[config.mk]
export PLATFORM = sky130hd
export DESIGN_NAME = pin_irq_detector
export DESIGN_NICKNAME = d
export VERILOG_FILES = /design/src/rtl/pid_pkg.sv /design/src/rtl/pid_mode_decode.sv /design/src/rtl/pid_sampler.sv /design/src/rtl/pid_event.sv /design/src/rtl/pid_status_fsm.sv /design/src/rtl/pin_irq_detector.sv
export SDC_FILE = /design/constraint.sdc
export NUM_CORES = 1
export LEC_CHECK = 0
export ABC_AREA = 1
export CAP_MARGIN = 20
export CELL_PAD_IN_SITES_DETAIL_PLACEMENT = 0
export CELL_PAD_IN_SITES_GLOBAL_PLACEMENT = 1
export CORE_AREA = 3 3 40 42
export DETAILED_ROUTE_END_ITERATION = 10
export DIE_AREA = 0 0 43 45
export DONT_BUFFER_PORTS = 1
export PLACE_DENSITY_LB_ADDON = 0.1
export RECOVER_POWER = 50
export SLEW_MARGIN = 20
export SYNTH_ARGS = -nofsm -noshare
export SYNTH_HDL_FRONTEND = slang
export SYNTH_SLANG_ARGS = --single-unit
export TNS_END_PERCENT = 100
[constraint.sdc]
create_clock -name clk -period 3.4 [get_ports clk]
set_clock_uncertainty 0.15 [all_clocks]
set_input_delay 0 -clock clk [delete_from_list [all_inputs] [get_ports clk]]
set_output_delay 0 -clock clk [all_outputs]
set_load 0.02 [all_outputs]
[src/rtl/pid_pkg.sv]
package pid_pkg;
    localparam int TYPE_W = 3;
    localparam int BIT_POL  = 0;
    localparam int BIT_LVL  = 1;
    localparam int BIT_DUAL = 2;

    typedef enum logic [2:0] {
        SENSE_FALL,
        SENSE_RISE,
        SENSE_BOTH,
        SENSE_LOW,
        SENSE_HIGH
    } sense_e;

    typedef enum logic {
        ST_IDLE,
        ST_PEND
    } stat_e;
endpackage

[src/rtl/pid_mode_decode.sv]
module pid_mode_decode
    import pid_pkg::*;
(
    input  logic [TYPE_W-1:0] type_code,
    output sense_e            mode
);
    always_comb begin
        if (type_code[BIT_LVL]) begin
            mode = type_code[BIT_POL] ? SENSE_HIGH : SENSE_LOW;
        end else if (type_code[BIT_DUAL]) begin
            mode = SENSE_BOTH;
        end else begin
            mode = type_code[BIT_POL] ? SENSE_RISE : SENSE_FALL;
        end
    end
endmodule

[src/rtl/pid_sampler.sv]
module pid_sampler (
    input  logic clk,
    input  logic rst_n,
    input  logic pin,
    input  logic mask,
    output logic prev_q,
    output logic primed_q
);
    always_ff @(posedge clk or negedge rst_n) begin
        if (!rst_n) begin
            prev_q   <= 1'b0;
            primed_q <= 1'b0;
        end else if (!primed_q) begin
            prev_q   <= pin;
            primed_q <= 1'b1;
        end else if (!mask) begin
            prev_q <= pin;
        end
    end


    mask_freeze_chk: assert property (@(posedge clk) disable iff (!rst_n)
        (mask && primed_q) |=> $stable(prev_q));


    prime_once_chk: assert property (@(posedge clk) disable iff (!rst_n)
        primed_q |=> primed_q);
endmodule

[src/rtl/pid_event.sv]
module pid_event
    import pid_pkg::*;
(
    input  logic   clk,
    input  logic   rst_n,
    input  sense_e mode,
    input  logic   pin,
    input  logic   prev,
    input  logic   primed,
    input  logic   mask,
    output logic   fire
);
    logic raw;

    always_comb begin
        unique case (mode)
            SENSE_FALL: raw = prev & ~pin;
            SENSE_RISE: raw = ~prev & pin;
            SENSE_BOTH: raw = prev ^ pin;
            SENSE_LOW:  raw = ~pin;
            SENSE_HIGH: raw = pin;
            default:    raw = 1'b0;
        endcase
        fire = raw & primed & ~mask;
    end


    masked_quiet_chk: assert property (@(posedge clk) disable iff (!rst_n)
        mask |-> !fire);


    unprimed_quiet_chk: assert property (@(posedge clk) disable iff (!rst_n)
        !primed |-> !fire);
endmodule

[src/rtl/pid_status_fsm.sv]
module pid_status_fsm
    import pid_pkg::*;
(
    input  logic clk,
    input  logic rst_n,
    input  logic fire,
    input  logic en,
    input  logic clr,
    output logic status
);
    stat_e state_q, state_d;
    logic  hit;

    assign hit = fire & en;

    always_ff @(posedge clk or negedge rst_n) begin
        if (!rst_n) state_q <= ST_IDLE;
        else        state_q <= state_d;
    end

    always_comb begin
        state_d = state_q;
        unique case (state_q)
            ST_IDLE: if (hit) state_d = ST_PEND;
            ST_PEND: if (clr && !hit) state_d = ST_IDLE;
            default: state_d = ST_IDLE;
        endcase
    end

    always_comb begin
        status = (state_q == ST_PEND);
    end


    hit_sets_chk: assert property (@(posedge clk) disable iff (!rst_n)
        hit |=> status);


    clear_drops_chk: assert property (@(posedge clk) disable iff (!rst_n)
        (clr && !hit) |=> !status);


    quiet_hold_chk: assert property (@(posedge clk) disable iff (!rst_n)
        (!status && !hit) |=> !status);
endmodule

[src/rtl/pin_irq_detector.sv]
module pin_irq_detector
    import pid_pkg::*;
(
    input  logic              clk,
    input  logic              rst_n,
    input  logic              pin_filt,
    input  logic [TYPE_W-1:0] sense_type,
    input  logic              irq_en,
    input  logic              in_mask,
    input  logic              clr_strobe,
    output logic              irq_status
);
    sense_e mode;
    logic   prev_q, primed_q, fire;

    pid_mode_decode u_dec (
        .type_code (sense_type),
        .mode      (mode)
    );

    pid_sampler u_smp (
        .clk      (clk),
        .rst_n    (rst_n),
        .pin      (pin_filt),
        .mask     (in_mask),
        .prev_q   (prev_q),
        .primed_q (primed_q)
    );

    pid_event u_evt (
        .clk    (clk),
        .rst_n  (rst_n),
        .mode   (mode),
        .pin    (pin_filt),
        .prev   (prev_q),
        .primed (primed_q),
        .mask   (in_mask),
        .fire   (fire)
    );

    pid_status_fsm u_fsm (
        .clk    (clk),
        .rst_n  (rst_n),
        .fire   (fire),
        .en     (irq_en),
        .clr    (clr_strobe),
        .status (irq_status)
    );


    level_high_hold_chk: assert property (@(posedge clk) disable iff (!rst_n)
        (primed_q && !in_mask && irq_en && sense_type[1] && sense_type[0] && pin_filt)
        |=> irq_status);
endmodule

# ---- After elaboration in Yosys (flattened, before gate mapping)
# Cells that the tools add are included.
dict set report classes {
  n_mux 10
  n_reduce_logical 3
  bitwise 10
  eq_ne 5
}
# cell n
set ops {}
lappend ops {{two-way mux 3 bit} 3}
lappend ops {{== test 3 x 2 -> 1 bit (second input constant)} 2}
lappend ops {{bitwise AND 1 bit} 5}
lappend ops {{two-way mux 1 bit} 5}
lappend ops {{case mux 1 bit (5 select lines)} 1}
lappend ops {{inverter 1 bit} 4}
lappend ops {{== test 3 x 1 -> 1 bit (second input constant)} 1}
lappend ops {{== test 3 bit (second input constant)} 1}
lappend ops {{zero test 3 bit} 1}
lappend ops {{!= test 2 bit (second input constant)} 1}
lappend ops {{case mux 1 bit (2 select lines)} 1}
lappend ops {{logical AND 1 bit} 1}
lappend ops {{zero test 1 bit} 1}
lappend ops {{bitwise XOR 1 bit} 1}
dict set report totals {
  input_bits 9
  regBits 3
  output_inout_bits 1
}

# ---- Logic depth before layout (Yosys ltp)
# Gate-level depths: netlist of run 1.
dict set report logic_depth {
  depth_word 12
  depth_mapped 8
  ltp_nobuf 8
}

# ---- By module
# A second synthesis of run 1 with hierarchy kept.
dict set report unflattened {
  hier_cells 43
  area_unflattened_um2 255.2
}
# mod cells_per_inst n_inst area_per_inst_um2
set modules_own_cells {}
lappend modules_own_cells {pid_event 22 1 108.9}
lappend modules_own_cells {pid_sampler 7 1 70.1}
lappend modules_own_cells {pid_status_fsm 5 1 40.0}
lappend modules_own_cells {pid_mode_decode 9 1 36.3}

# ---- Least setup slack after synthesis of run 1
# OpenSTA, ideal clock, no wires.
dict set report synth_timing {
  kind {register to register}
  from {register u_smp.prev_q}
  to {register u_fsm.state_q (netlist: u_fsm.status)}
  path_stages_with_launch 7
  setup_time_ns 0.116
  path_slack_ns 2.272
  synth_period_minus_slack_ns 1.128
  arrival_ns 0.862
  cell_sequence {dfrtp_1 ha_1 nor2_1 nor2_1 nand2_1 nand2_1 nand2_1}
}
dict set report synth_between {
  elab_chain_cells 10
}
# element line
set synth_lines {}
lappend synth_lines {{start: declaration} pid_sampler.sv:6} ;# output logic prev_q,
lappend synth_lines {{start signal: assignment} pid_sampler.sv:14} ;# prev_q <= pin;
lappend synth_lines {{start signal: assignment} pid_sampler.sv:17} ;# prev_q <= pin;
lappend synth_lines {{inverter 1 bit} pid_event.sv:18} ;# SENSE_RISE: raw = ~prev & pin;
lappend synth_lines {{bitwise AND 1 bit} pid_event.sv:18}
lappend synth_lines {{case mux 1 bit (5 select lines) *} pid_event.sv:16} ;# unique case (mode)
lappend synth_lines {{bitwise AND 1 bit * (2 in a row)} pid_event.sv:24} ;# fire = raw & primed & ~mask;
lappend synth_lines {{bitwise AND 1 bit *} pid_status_fsm.sv:14} ;# assign hit = fire & en;
lappend synth_lines {{zero test 1 bit} pid_status_fsm.sv:25} ;# ST_PEND: if (clr && !hit) state_d = ST_IDLE;
lappend synth_lines {{logical AND 1 bit} pid_status_fsm.sv:25}
lappend synth_lines {{two-way mux 1 bit} pid_status_fsm.sv:25}
lappend synth_lines {{case mux 1 bit (2 select lines) *} pid_status_fsm.sv:23} ;# unique case (state_q)
lappend synth_lines {{via u_fsm.state_d} pid_status_fsm.sv:11} ;# stat_e state_q, state_d;
lappend synth_lines {{end signal: assignment} pid_status_fsm.sv:18} ;# else state_q <= state_d;
lappend synth_lines {{end: declaration} pid_status_fsm.sv:11}
# Mark *: on every way through the listed nets, which the timed path passes. The rest lies on a longest branch.
# A chain may end at the register's enable or synchronous reset.

# ---- Final worst setup path of run 1
# Ends and elaborated chain as after synthesis.

==> flow_metrics.env, run 1 <==
export IMPL_postSynthNetCount=41
export IMPL_area_delta_synth_final_pct=51.9
export IMPL_finalWirelength_um=420
export IMPL_grt_pass1_wl_um=731
export IMPL_power_density_nw_per_um2=387
export IMPL_synth_yosys_seq_area_share=0.370
export IMPL_slew_violations=0
export IMPL_detailed_place_hpwl_um=353
export IMPL_worst_r2r_cell_count=7
export IMPL_placed_cell_area_um2=221
export IMPL_ys_top_cells_by_area="dfrtp_1 (37%), nand2_1 (15%), inv_1 (13%)"
export IMPL_timing_critical_path_fanout_max=2
export IMPL_globalRoute_totalOverflow=0
export IMPL_whs_path_depth=3
export IMPL_htree_num_levels=1
export IMPL_endpoint_type_of_the_worst_setup_path="flop"
export IMPL_drt_antenna_violating_nets=0
export IMPL_cts_tree="built"
export IMPL_synth_top_area_share=0.370
export IMPL_drt_pass1_iter_count=2
export IMPL_r2r_start="u_smp.prev_q$_DFFE_PN0P_"
export IMPL_globalplace_congestion=0.635
export IMPL_critical_path_required_ns=3.36
export IMPL_final_min_clock_period_ns=1.75
export IMPL_largest_net_degree_at_the_start_of_global_routing=6
export IMPL_vdd_drop_max_uv=151
export IMPL_maxCapViolations=0
export IMPL_mostFrequentLayoutCell="nand2_1"
export IMPL_drc=0
export IMPL_cts_setup_buffers=0
export IMPL_place_port_buffers=0
export IMPL_final_core_utilization=0.240
export IMPL_final_worst_path_period_share=0.515
export IMPL_antenna_found_initial=0
export IMPL_setup_repair_after_global_routing_missed_its_margin="false"
export IMPL_detail_route_vias_per_cell=3.67
export IMPL_drive_above_1_share=0.0750
export IMPL_number_of_distinct_library_cells_after_synthesis=10
export IMPL_fin_nets=52
export IMPL_crit_arrival_ns=1.71
export IMPL_timing_hold_violations_final=0
export IMPL_ff2ff_setup_slack_ns=1.65
export IMPL_timing_hold_worst_endpoint="u_smp.prev_q$_DFFE_PN0P_"
export IMPL_min_path_type="in -> reg"
export IMPL_flops_latches_synth=3
export IMPL_status="finished, final reports clean"
export IMPL_starting_density_of_the_core=0.158
export IMPL_maxClockFrequency_ghz=0.572
export IMPL_cts_root_buf="clkbuf_4"
export IMPL_leakage_nw=0.168
export IMPL_final_cell_area_um2=308
export IMPL_tritoncts_num_buffers=3
export IMPL_number_of_placement_rows=13
export IMPL_setup_viols_final=0
export IMPL_core_area_um2=1280
export IMPL_die_area_um2=1940
export IMPL_antenna_diode_count=0
export IMPL_startpoint_type="flop"
export IMPL_cts_max_path_buffers=2
export IMPL_synth_largest_area_cell="dfrtp_1"
export IMPL_first_iter_violations=4
export IMPL_routedWlPerCell_um=7.64
export IMPL_fin_tns_setup_ns=0
export IMPL_die_height_um=45
export IMPL_min_from="pin_filt"
export IMPL_clock_latency_ns=0.23
export IMPL_ioPinCount=10
export IMPL_grt_total_usage=0.0543
export IMPL_cts_sink_count=3
export IMPL_synth_yosys_warnings=0
export IMPL_synthesis_instances=30
export IMPL_via_count_of_the_first_global_routing_pass=208
export IMPL_fillerInstances=142
export IMPL_layout_common_cells="nand2_1 (8), inv_1 (7), dlygate4sd3_1 (6)"
export IMPL_criticalPathCategory="reg -> reg"
export IMPL_route_vias_total=202
export IMPL_syn_area_um2=203
export IMPL_worstReg2RegEnd="u_fsm.status$_DFF_PN0_"
export IMPL_worst_setup_hold_path_clk_slew_ns=0.04
export IMPL_synth_area_per_cell_um2=6.76
export IMPL_die_width_um=43
-- worst max-delay path by stage --
| stage | from | to | slack [ns] | cells past startpoint |
|---|---|---|---|---|
| after floorplan | u_smp.prev_q$_DFFE_PN0P_ | u_fsm.status$_DFF_PN0_ | 2.27 | 6 |
| after global placement | u_smp.prev_q$_DFFE_PN0P_ | u_fsm.status$_DFF_PN0_ | 2.20 | 6 |
| after detailed placement | u_smp.prev_q$_DFFE_PN0P_ | u_fsm.status$_DFF_PN0_ | 2.19 | 6 |
| after CTS | u_smp.prev_q$_DFFE_PN0P_ | u_fsm.status$_DFF_PN0_ | 1.64 | 7 |
| after global routing | u_smp.prev_q$_DFFE_PN0P_ | u_fsm.status$_DFF_PN0_ | 1.57 | 7 |
| final | u_smp.prev_q$_DFFE_PN0P_ | u_fsm.status$_DFF_PN0_ | 1.65 | 7 |
-- cells by family (layout without fill, tap and decap cells) --
logic type	count (synthesis)	in the layout	synth area share
AND/OR/NAND/NOR	15	15	0.302
AO/OA/AOI/OAI	2	2	0.0556
buffers and inverters	7	17	0.130
adder cells (fa/ha/maj)	2	2	0.123
flip-flops	3	3	0.370
other	1	1	0.0185
-- through the flow --
step,setup WS (ns),instances,power (mW),hold slack [ns]
after floorplan,2.27,30,0.0501,-0.446
after global placement,2.20,45,0.0526,-0.445
after detailed placement,2.19,45,0.0524,-0.445
after CTS,1.64,55,0.123,0.360
after global routing,1.57,55,0.131,0.396
final,1.65,55,0.119,0.364
-- power breakdown --
part	internal (mW)	total [mW]	switching (mW)
clock network	0.0439	0.0607	0.0169
registers	0.0383	0.0410	0.00265
logic	0.0101	0.0175	0.00737
total	0.0924	0.119	0.0269
-- layer usage --
metal,routed length [µm],up-vias,part of all wire,track usage
met5,0,-,0,0
met4,0,0,0,0.0542
met3,45,0,0.11,0.0319
met2,208,9,0.50,0.0898
met1,165,85,0.39,0.0437
li1,-,108,-,-
-- worst max-delay path, cell delays in order, from the launching register on --
cell	delay (ns)
dfrtp_1	0.38
ha_1	0.28
nor2_1	0.04
nor2_1	0.08
nand2_1	0.06
nand2_1	0.07
nand2_1	0.04
dlygate4sd3_1	0.54
-- registers in the layout (all words and copies together) (netlist names) --
signal / count
u_fsm.status: 1
u_smp.prev_q: 1
u_smp.primed_q: 1
-- final cells by class --
| cell class | count | area [µm²] | share of cell area |
|---|---|---|---|
| clock buffer | 4 | 26.3 | 0.0854 |
| inverter | 7 | 26.3 | 0.0854 |
| multi-input combinational | 20 | 101 | 0.329 |
| sequential | 3 | 75.1 | 0.244 |
| tap | 15 | 18.8 | 0.0610 |
| timing repair buffer | 6 | 60.1 | 0.195 |
-- synthesized netlist by cell type --
cell,number
nand2_1,8
inv_1,7
nor2_1,5
dfrtp_1,3
ha_1,2
a21oi_1,1
a31oi_1,1
conb_1,1
nand3_1,1
nand3b_1,1
-- repair_timing --
item / in CTS / in global routing
endpoints found under the hold margin: 5 / 0
gates resized for setup: 0 / 0
hold buffers: 6 / 0
setup endpoints to repair: 0 / 0
Note: power is estimated with default switching activity, not from simulation.
==> run 2, diff against run 1 <==
--- a/config.mk
+++ b/config.mk
@@ -5,7 +5,7 @@
 export SDC_FILE = /design/constraint.sdc
 export NUM_CORES = 1
 export LEC_CHECK = 0
-export ABC_AREA = 1
+export ABC_AREA = 0
 export CAP_MARGIN = 20
 export CELL_PAD_IN_SITES_DETAIL_PLACEMENT = 0
 export CELL_PAD_IN_SITES_GLOBAL_PLACEMENT = 1
==> constraint.sdc (replaced) <==
create_clock -name clk -period 1.5 [get_ports clk]
set_clock_uncertainty 0.15 [all_clocks]
set_input_delay 0 -clock clk [delete_from_list [all_inputs] [get_ports clk]]
set_output_delay 0 -clock clk [all_outputs]
set_load 0.02 [all_outputs]
==> run 2 against run 1 <==
Sequential cell count unchanged. Critical path type unchanged. Total power increased by 130%. Via count decreased by 17%. Worst setup slack got worse by 1.5 ns. Register-to-register slack got worse by 1.5 ns. Fmax increased by 27%. First-iteration DRC count decreased by 50%. Non-clock buffer count increased by 4. Synthesized area decreased by 9.9%. Sequential share of layout area decreased by 1.9 points.
==> flow_metrics.env, run 2 <==
export IMPL_worst_setup_hold_path_clk_slew_ns=0.03
export IMPL_area_delta_synth_final_pct=82.9
export IMPL_critical_path_required_ns=1.46
export IMPL_layout_common_cells="dlygate4sd3_1 (10), inv_1 (4), nand2_1 (3), clkbuf_4 (3), dfrtp_1 (3)"
export IMPL_grt_pass1_wl_um=738
export IMPL_cts_setup_buffers=0
export IMPL_grt_total_usage=0.0542
export IMPL_syn_area_um2=183
export IMPL_final_min_clock_period_ns=1.37
export IMPL_maxCapViolations=0
export IMPL_slew_violations=0
export IMPL_starting_density_of_the_core=0.142
export IMPL_die_area_um2=1940
export IMPL_final_worst_path_period_share=0.917
export IMPL_report_power_total_uw=275
export IMPL_endpoint_type_of_the_worst_setup_path="flop"
export IMPL_synth_top_area_share=0.411
export IMPL_maxClockFrequency_ghz=0.727
export IMPL_fillerInstances=150
export IMPL_synth_yosys_warnings=0
export IMPL_criticalPathCategory="reg -> reg"
export IMPL_synth_largest_area_cell="dfrtp_1"
export IMPL_worst_r2r_cell_count=4
export IMPL_startpoint_type="flop"
export IMPL_drt_pass1_iter_count=2
export IMPL_place_port_buffers=0
export IMPL_cp_startpoint="u_smp.prev_q$_DFFE_PN0P_"
export IMPL_die_width_um=43
export IMPL_number_of_distinct_library_cells_after_synthesis=12
export IMPL_mostFrequentLayoutCell="dlygate4sd3_1"
export IMPL_leakage_nw=0.149
export IMPL_ys_top_cells_by_area="dfrtp_1 (41%), ha_1 (14%), inv_1 (8.2%)"
export IMPL_via_count_of_the_first_global_routing_pass=199
export IMPL_drt_antenna_violating_nets=0
export IMPL_synth_area_per_cell_um2=9.13
export IMPL_synth_most_common_cell="inv_1"
export IMPL_r2r_start="u_smp.prev_q$_DFFE_PN0P_"
export IMPL_detail_route_vias_per_cell=3.41
export IMPL_worstReg2RegEnd="u_fsm.status$_DFF_PN0_"
export IMPL_die_height_um=45
export IMPL_crit_arrival_ns=1.34
export IMPL_globalplace_congestion=0.642
export IMPL_tritoncts_num_buffers=3
export IMPL_vdd_drop_max_uv=286
export IMPL_drc=0
export IMPL_finalWirelength_um=418
export IMPL_final_cell_area_um2=334
export IMPL_ff2ff_setup_slack_ns=0.13
export IMPL_setup_viols_final=0
export IMPL_power_density_nw_per_um2=822
export IMPL_critical_path_slowest_cell="dfrtp_1"
export IMPL_cts_root_buf="clkbuf_4"
export IMPL_postSynthNetCount=31
export IMPL_cts_sink_count=3
export IMPL_cts_tree="built"
export IMPL_finalNonFillerCells=49
export IMPL_route_vias_total=167
export IMPL_cts_max_path_buffers=2
export IMPL_worst_path_largest_cell_delay_ns=0.37
export IMPL_flops_latches_synth=3
export IMPL_synthesis_instances=20
export IMPL_ys_dominant_reg_cell="dfrtp_1"
export IMPL_status="finished, final reports clean"
export IMPL_timing_hold_violations_final=0
export IMPL_ioPinCount=10
export IMPL_fin_nets=46
export IMPL_path_cells="ha_1, nand2_1, o2111ai_1, o32ai_1"
export IMPL_core_area_um2=1280
export IMPL_htree_num_levels=1
export IMPL_synthTopCellsByCount="inv_1 (4), dfrtp_1 (3), nand2_1 (3), ha_1 (2)"
export IMPL_number_of_placement_rows=13
export IMPL_clock_latency_ns=0.23
export IMPL_largest_net_degree_at_the_start_of_global_routing=4
export IMPL_timing_critical_path_fanout_max=2
export IMPL_antenna_diode_count=0
export IMPL_postSynth_asyncResetShare=1.00
export IMPL_drive_above_1_share=0.118
export IMPL_first_iter_violations=2
export IMPL_min_path_type="in -> reg"
export IMPL_antenna_found_initial=0
export IMPL_synth_edf_count=0
export IMPL_crit_end="u_fsm.status$_DFF_PN0_"
export IMPL_setup_repair_after_global_routing_missed_its_margin="false"
export IMPL_routedWlPerCell_um=8.53
export IMPL_placed_cells_incl_taps=35
export IMPL_globalRoute_totalOverflow=0
export IMPL_placed_cell_area_um2=201
export IMPL_synth_yosys_seq_area_share=0.411
[run 2: worst max-delay path, delay by kind of cell (launching register included)]
kind	cells	cell delay (ns)
fa+ha+maj	1	0.27
flops	1	0.37
compound gates	2	0.40
simple gates	1	0.06
[run 2: metrics by stage]
step	hold slack, ns	util	TNS [ns]	worst slack (ns)
floorplan	-0.446	-	0	0.136
global placement	-0.445	0.157	-0.0432	-0.0432
detailed placement	-0.445	0.157	-0.0427	-0.0427
CTS	0.00209	0.256	0	0.000111
global route	0.0598	0.260	0	0.0386
finish	0.0122	0.260	0	0.125
[run 2: timing repair]
action,in CTS,in global routing
setup endpoints to repair,1,1
pin swaps,0,1
hold buffers,10,0
endpoints found under the hold margin,5,0
gates resized for setup,1,1
[run 2: layer usage]
| layer | part of all wire | routed length (µm) | GRT usage | vias up |
|---|---|---|---|---|
| met3 | 0.069 | 29 | 0.0159 | 0 |
| met1 | 0.48 | 200 | 0.0628 | 69 |
| met2 | 0.45 | 188 | 0.0689 | 6 |
| li1 | - | - | - | 92 |
| met5 | 0 | 0 | 0 | - |
| met4 | 0 | 0 | 0.0723 | 0 |
[run 2: kinds of logic (layout without fill, tap and decap cells)]
group / Yosys count / count (layout) / share of synthesized area
flops: 3 / 3 / 0.411
compound gates: 4 / 4 / 0.171
other cells: 1 / 1 / 0.0205
fa+ha+maj: 2 / 2 / 0.137
buf+inv: 4 / 18 / 0.0822
simple gates: 5 / 5 / 0.130
xor+xnor: 1 / 1 / 0.0480
[run 2: where the power goes]
| group | switching, mW | internal [mW] |
|---|---|---|
| sequential | 0.00575 | 0.0871 |
| clock | 0.0369 | 0.0993 |
| combinational | 0.0172 | 0.0283 |
| total | 0.0598 | 0.215 |
[run 2: worst min path at each step]
stage                     slack (ns)          start                        to  cells past startpoint
after global placement         -0.45          rst_n  u_smp.prev_q$_DFFE_PN0P_                      0
after floorplan                -0.45          rst_n    u_fsm.status$_DFF_PN0_                      0
after global routing            0.06  sense_type[0]    u_fsm.status$_DFF_PN0_                      3
after CTS                      0.002  sense_type[0]    u_fsm.status$_DFF_PN0_                      3
after detailed placement       -0.45          rst_n  u_smp.prev_q$_DFFE_PN0P_                      0
final                           0.01  sense_type[0]    u_fsm.status$_DFF_PN0_                      3
[run 2: final cells by class]
type | instances | area [µm²] | share of cell area
repair buffers | 10 | 100 | 0.300
multi-input cells | 13 | 98.8 | 0.296
flip-flops and latches | 3 | 75.1 | 0.225
clock buffers | 4 | 26.3 | 0.0787
well taps | 15 | 18.8 | 0.0562
inverters | 4 | 15.0 | 0.0449
==> run 3, diff against run 2 <==
==> constraint.sdc (replaced) <==
create_clock -name clk -period 1.7 [get_ports clk]
set_clock_uncertainty 0.15 [all_clocks]
set_input_delay 0 -clock clk [delete_from_list [all_inputs] [get_ports clk]]
set_output_delay 0 -clock clk [all_outputs]
set_load 0.02 [all_outputs]
==> run 3 against run 2 <==
The flow now finishes with violations (hold timing). Total power down 13%. Sequential power is 12% lower. Register-to-register slack better by 0.08 ns. Cell count decreased by 2.0%. Wire length is 2.4% lower. Sequential share of layout area is 1.2 points higher. Highest routed layer unchanged.
==> flow_metrics.env, run 3 (synthesis results as in run 2) <==
export IMPL_finalNonFillerCells=48
export IMPL_final_worst_path_period_share=0.877
export IMPL_timing_critical_path_fanout_max=2
export IMPL_cts_sink_count=3
export IMPL_fin_worst_hold_slack_ns=-0.00730
export IMPL_criticalPathCategory="reg -> reg"
export IMPL_power_density_nw_per_um2=753
export IMPL_slew_violations=0
export IMPL_cts_max_path_buffers=2
export IMPL_layout_common_cells="dlygate4sd3_1 (9), inv_1 (4), nand2_1 (3), clkbuf_4 (3), dfrtp_1 (3)"
export IMPL_fin_nets=45
export IMPL_setup_viols_final=0
export IMPL_die_width_um=43
export IMPL_drive_above_1_share=0.0909
export IMPL_ioPinCount=10
export IMPL_detail_route_vias_per_cell=3.48
export IMPL_status="finished, violations left"
export IMPL_maxCapViolations=0
export IMPL_grt_pass1_wl_um=696
export IMPL_globalplace_congestion=0.661
export IMPL_post_cts_resized=0
export IMPL_startpoint_type="flop"
export IMPL_core_area_um2=1280
export IMPL_endpoint_type_of_the_worst_setup_path="flop"
export IMPL_timing_hold_violations_final=1
export IMPL_die_height_um=45
export IMPL_hold_buffers=9
export IMPL_ff2ff_setup_slack_ns=0.21
export IMPL_starting_density_of_the_core=0.142
export IMPL_via_count_of_the_first_global_routing_pass=192
export IMPL_maxClockFrequency_ghz=0.671
export IMPL_whs_path_depth=2
export IMPL_route_vias_total=167
export IMPL_finalWirelength_um=408
export IMPL_final_cell_area_um2=318
export IMPL_mostFrequentLayoutCell="dlygate4sd3_1"
export IMPL_antenna_diode_count=0
export IMPL_vdd_drop_max_uv=262
export IMPL_largest_net_degree_at_the_start_of_global_routing=4
export IMPL_detailed_place_hpwl_um=321
export IMPL_worst_setup_hold_path_clk_slew_ns=0.04
export IMPL_cts_setup_buffers=0
export IMPL_fin_tns_setup_ns=0
export IMPL_placed_cell_area_um2=201
export IMPL_area_delta_synth_final_pct=74.0
export IMPL_violations_in_the_final_reports="hold timing"
export IMPL_number_of_placement_rows=13
export IMPL_setup_repair_after_global_routing_missed_its_margin="false"
export IMPL_worst_r2r_cell_count=4
export IMPL_drc=0
export IMPL_drt_pass1_iter_count=1
export IMPL_tritoncts_num_buffers=3
export IMPL_clock_latency_ns=0.23
export IMPL_grt_total_usage=0.0541
export IMPL_min_path_type="in -> reg"
export IMPL_leakage_nw=0.144
export IMPL_placed_cells_incl_taps=35
export IMPL_crit_arrival_ns=1.43
export IMPL_cts_tree="built"
export IMPL_drt_antenna_violating_nets=0
export IMPL_antenna_found_initial=0
export IMPL_final_min_clock_period_ns=1.49
export IMPL_globalRoute_totalOverflow=0
export IMPL_first_iter_violations=0
export IMPL_htree_num_levels=1
export IMPL_cts_root_buf="clkbuf_4"
export IMPL_place_port_buffers=0
export IMPL_die_area_um2=1940
export IMPL_critical_path_required_ns=1.64
export IMPL_routedWlPerCell_um=8.50
==> run 3: changes by cell type in the layout (fill, tap and decap cells not counted) <==
cell           delta
a2111oi_0         +1
a2111oi_2         -1
dlygate4sd3_1     -1
==> run 3: layer usage <==
metal	global-route usage	vias up	wire length, µm
li1	-	91	-
met1	0.0434	70	160
met2	0.0778	6	199
met3	0.0239	0	48
met4	0.0904	0	0
met5	0	-	0
==> run 3: report_power, final <==
group	total (mW)	switching [mW]	leakage, nW	internal (mW)
Combinational	0.0353	0.0132	0.0922	0.0221
Clock	0.122	0.0343	0.0150	0.0878
Sequential	0.0821	0.00522	0.0370	0.0769
==> run 3: final timing paths <==
path                                           from                  endpoint
setup / recovery           u_smp.prev_q$_DFFE_PN0P_    u_fsm.status$_DFF_PN0_
hold / removal                        sense_type[0]    u_fsm.status$_DFF_PN0_
setup reg to reg           u_smp.prev_q$_DFFE_PN0P_    u_fsm.status$_DFF_PN0_
hold reg to reg            u_smp.primed_q$_DFF_PN0_    u_fsm.status$_DFF_PN0_
max in group asynchronous                     rst_n    u_fsm.status$_DFF_PN0_
min in group asynchronous                     rst_n  u_smp.prev_q$_DFFE_PN0P_
==> run 3: area by class of cell <==
cell class	instances	area [µm²]
Inverter	4	15.0
Fill cell	148	967
Multi-Input combinational cell	13	92.6
Timing Repair Buffer	9	90.1
Sequential cell	3	75.1
Tap cell	15	18.8
Clock buffer	4	26.3
==> run 3: stage by stage <==
step                worst slack, ns  total power [mW]   util
floorplan                     0.336            0.0958      -
global placement              0.156             0.101  0.157
detailed placement            0.194            0.0994  0.157
CTS                           0.186             0.249  0.247
global route                  0.131             0.269  0.247
finish                        0.209             0.239  0.247
==> run 3: critical path: stages, from the launching register on <==
cell	delay (ns)
dfrtp_1	0.38
ha_1	0.17
nor2b_1	0.12
a2111oi_0	0.40
o32ai_1	0.14
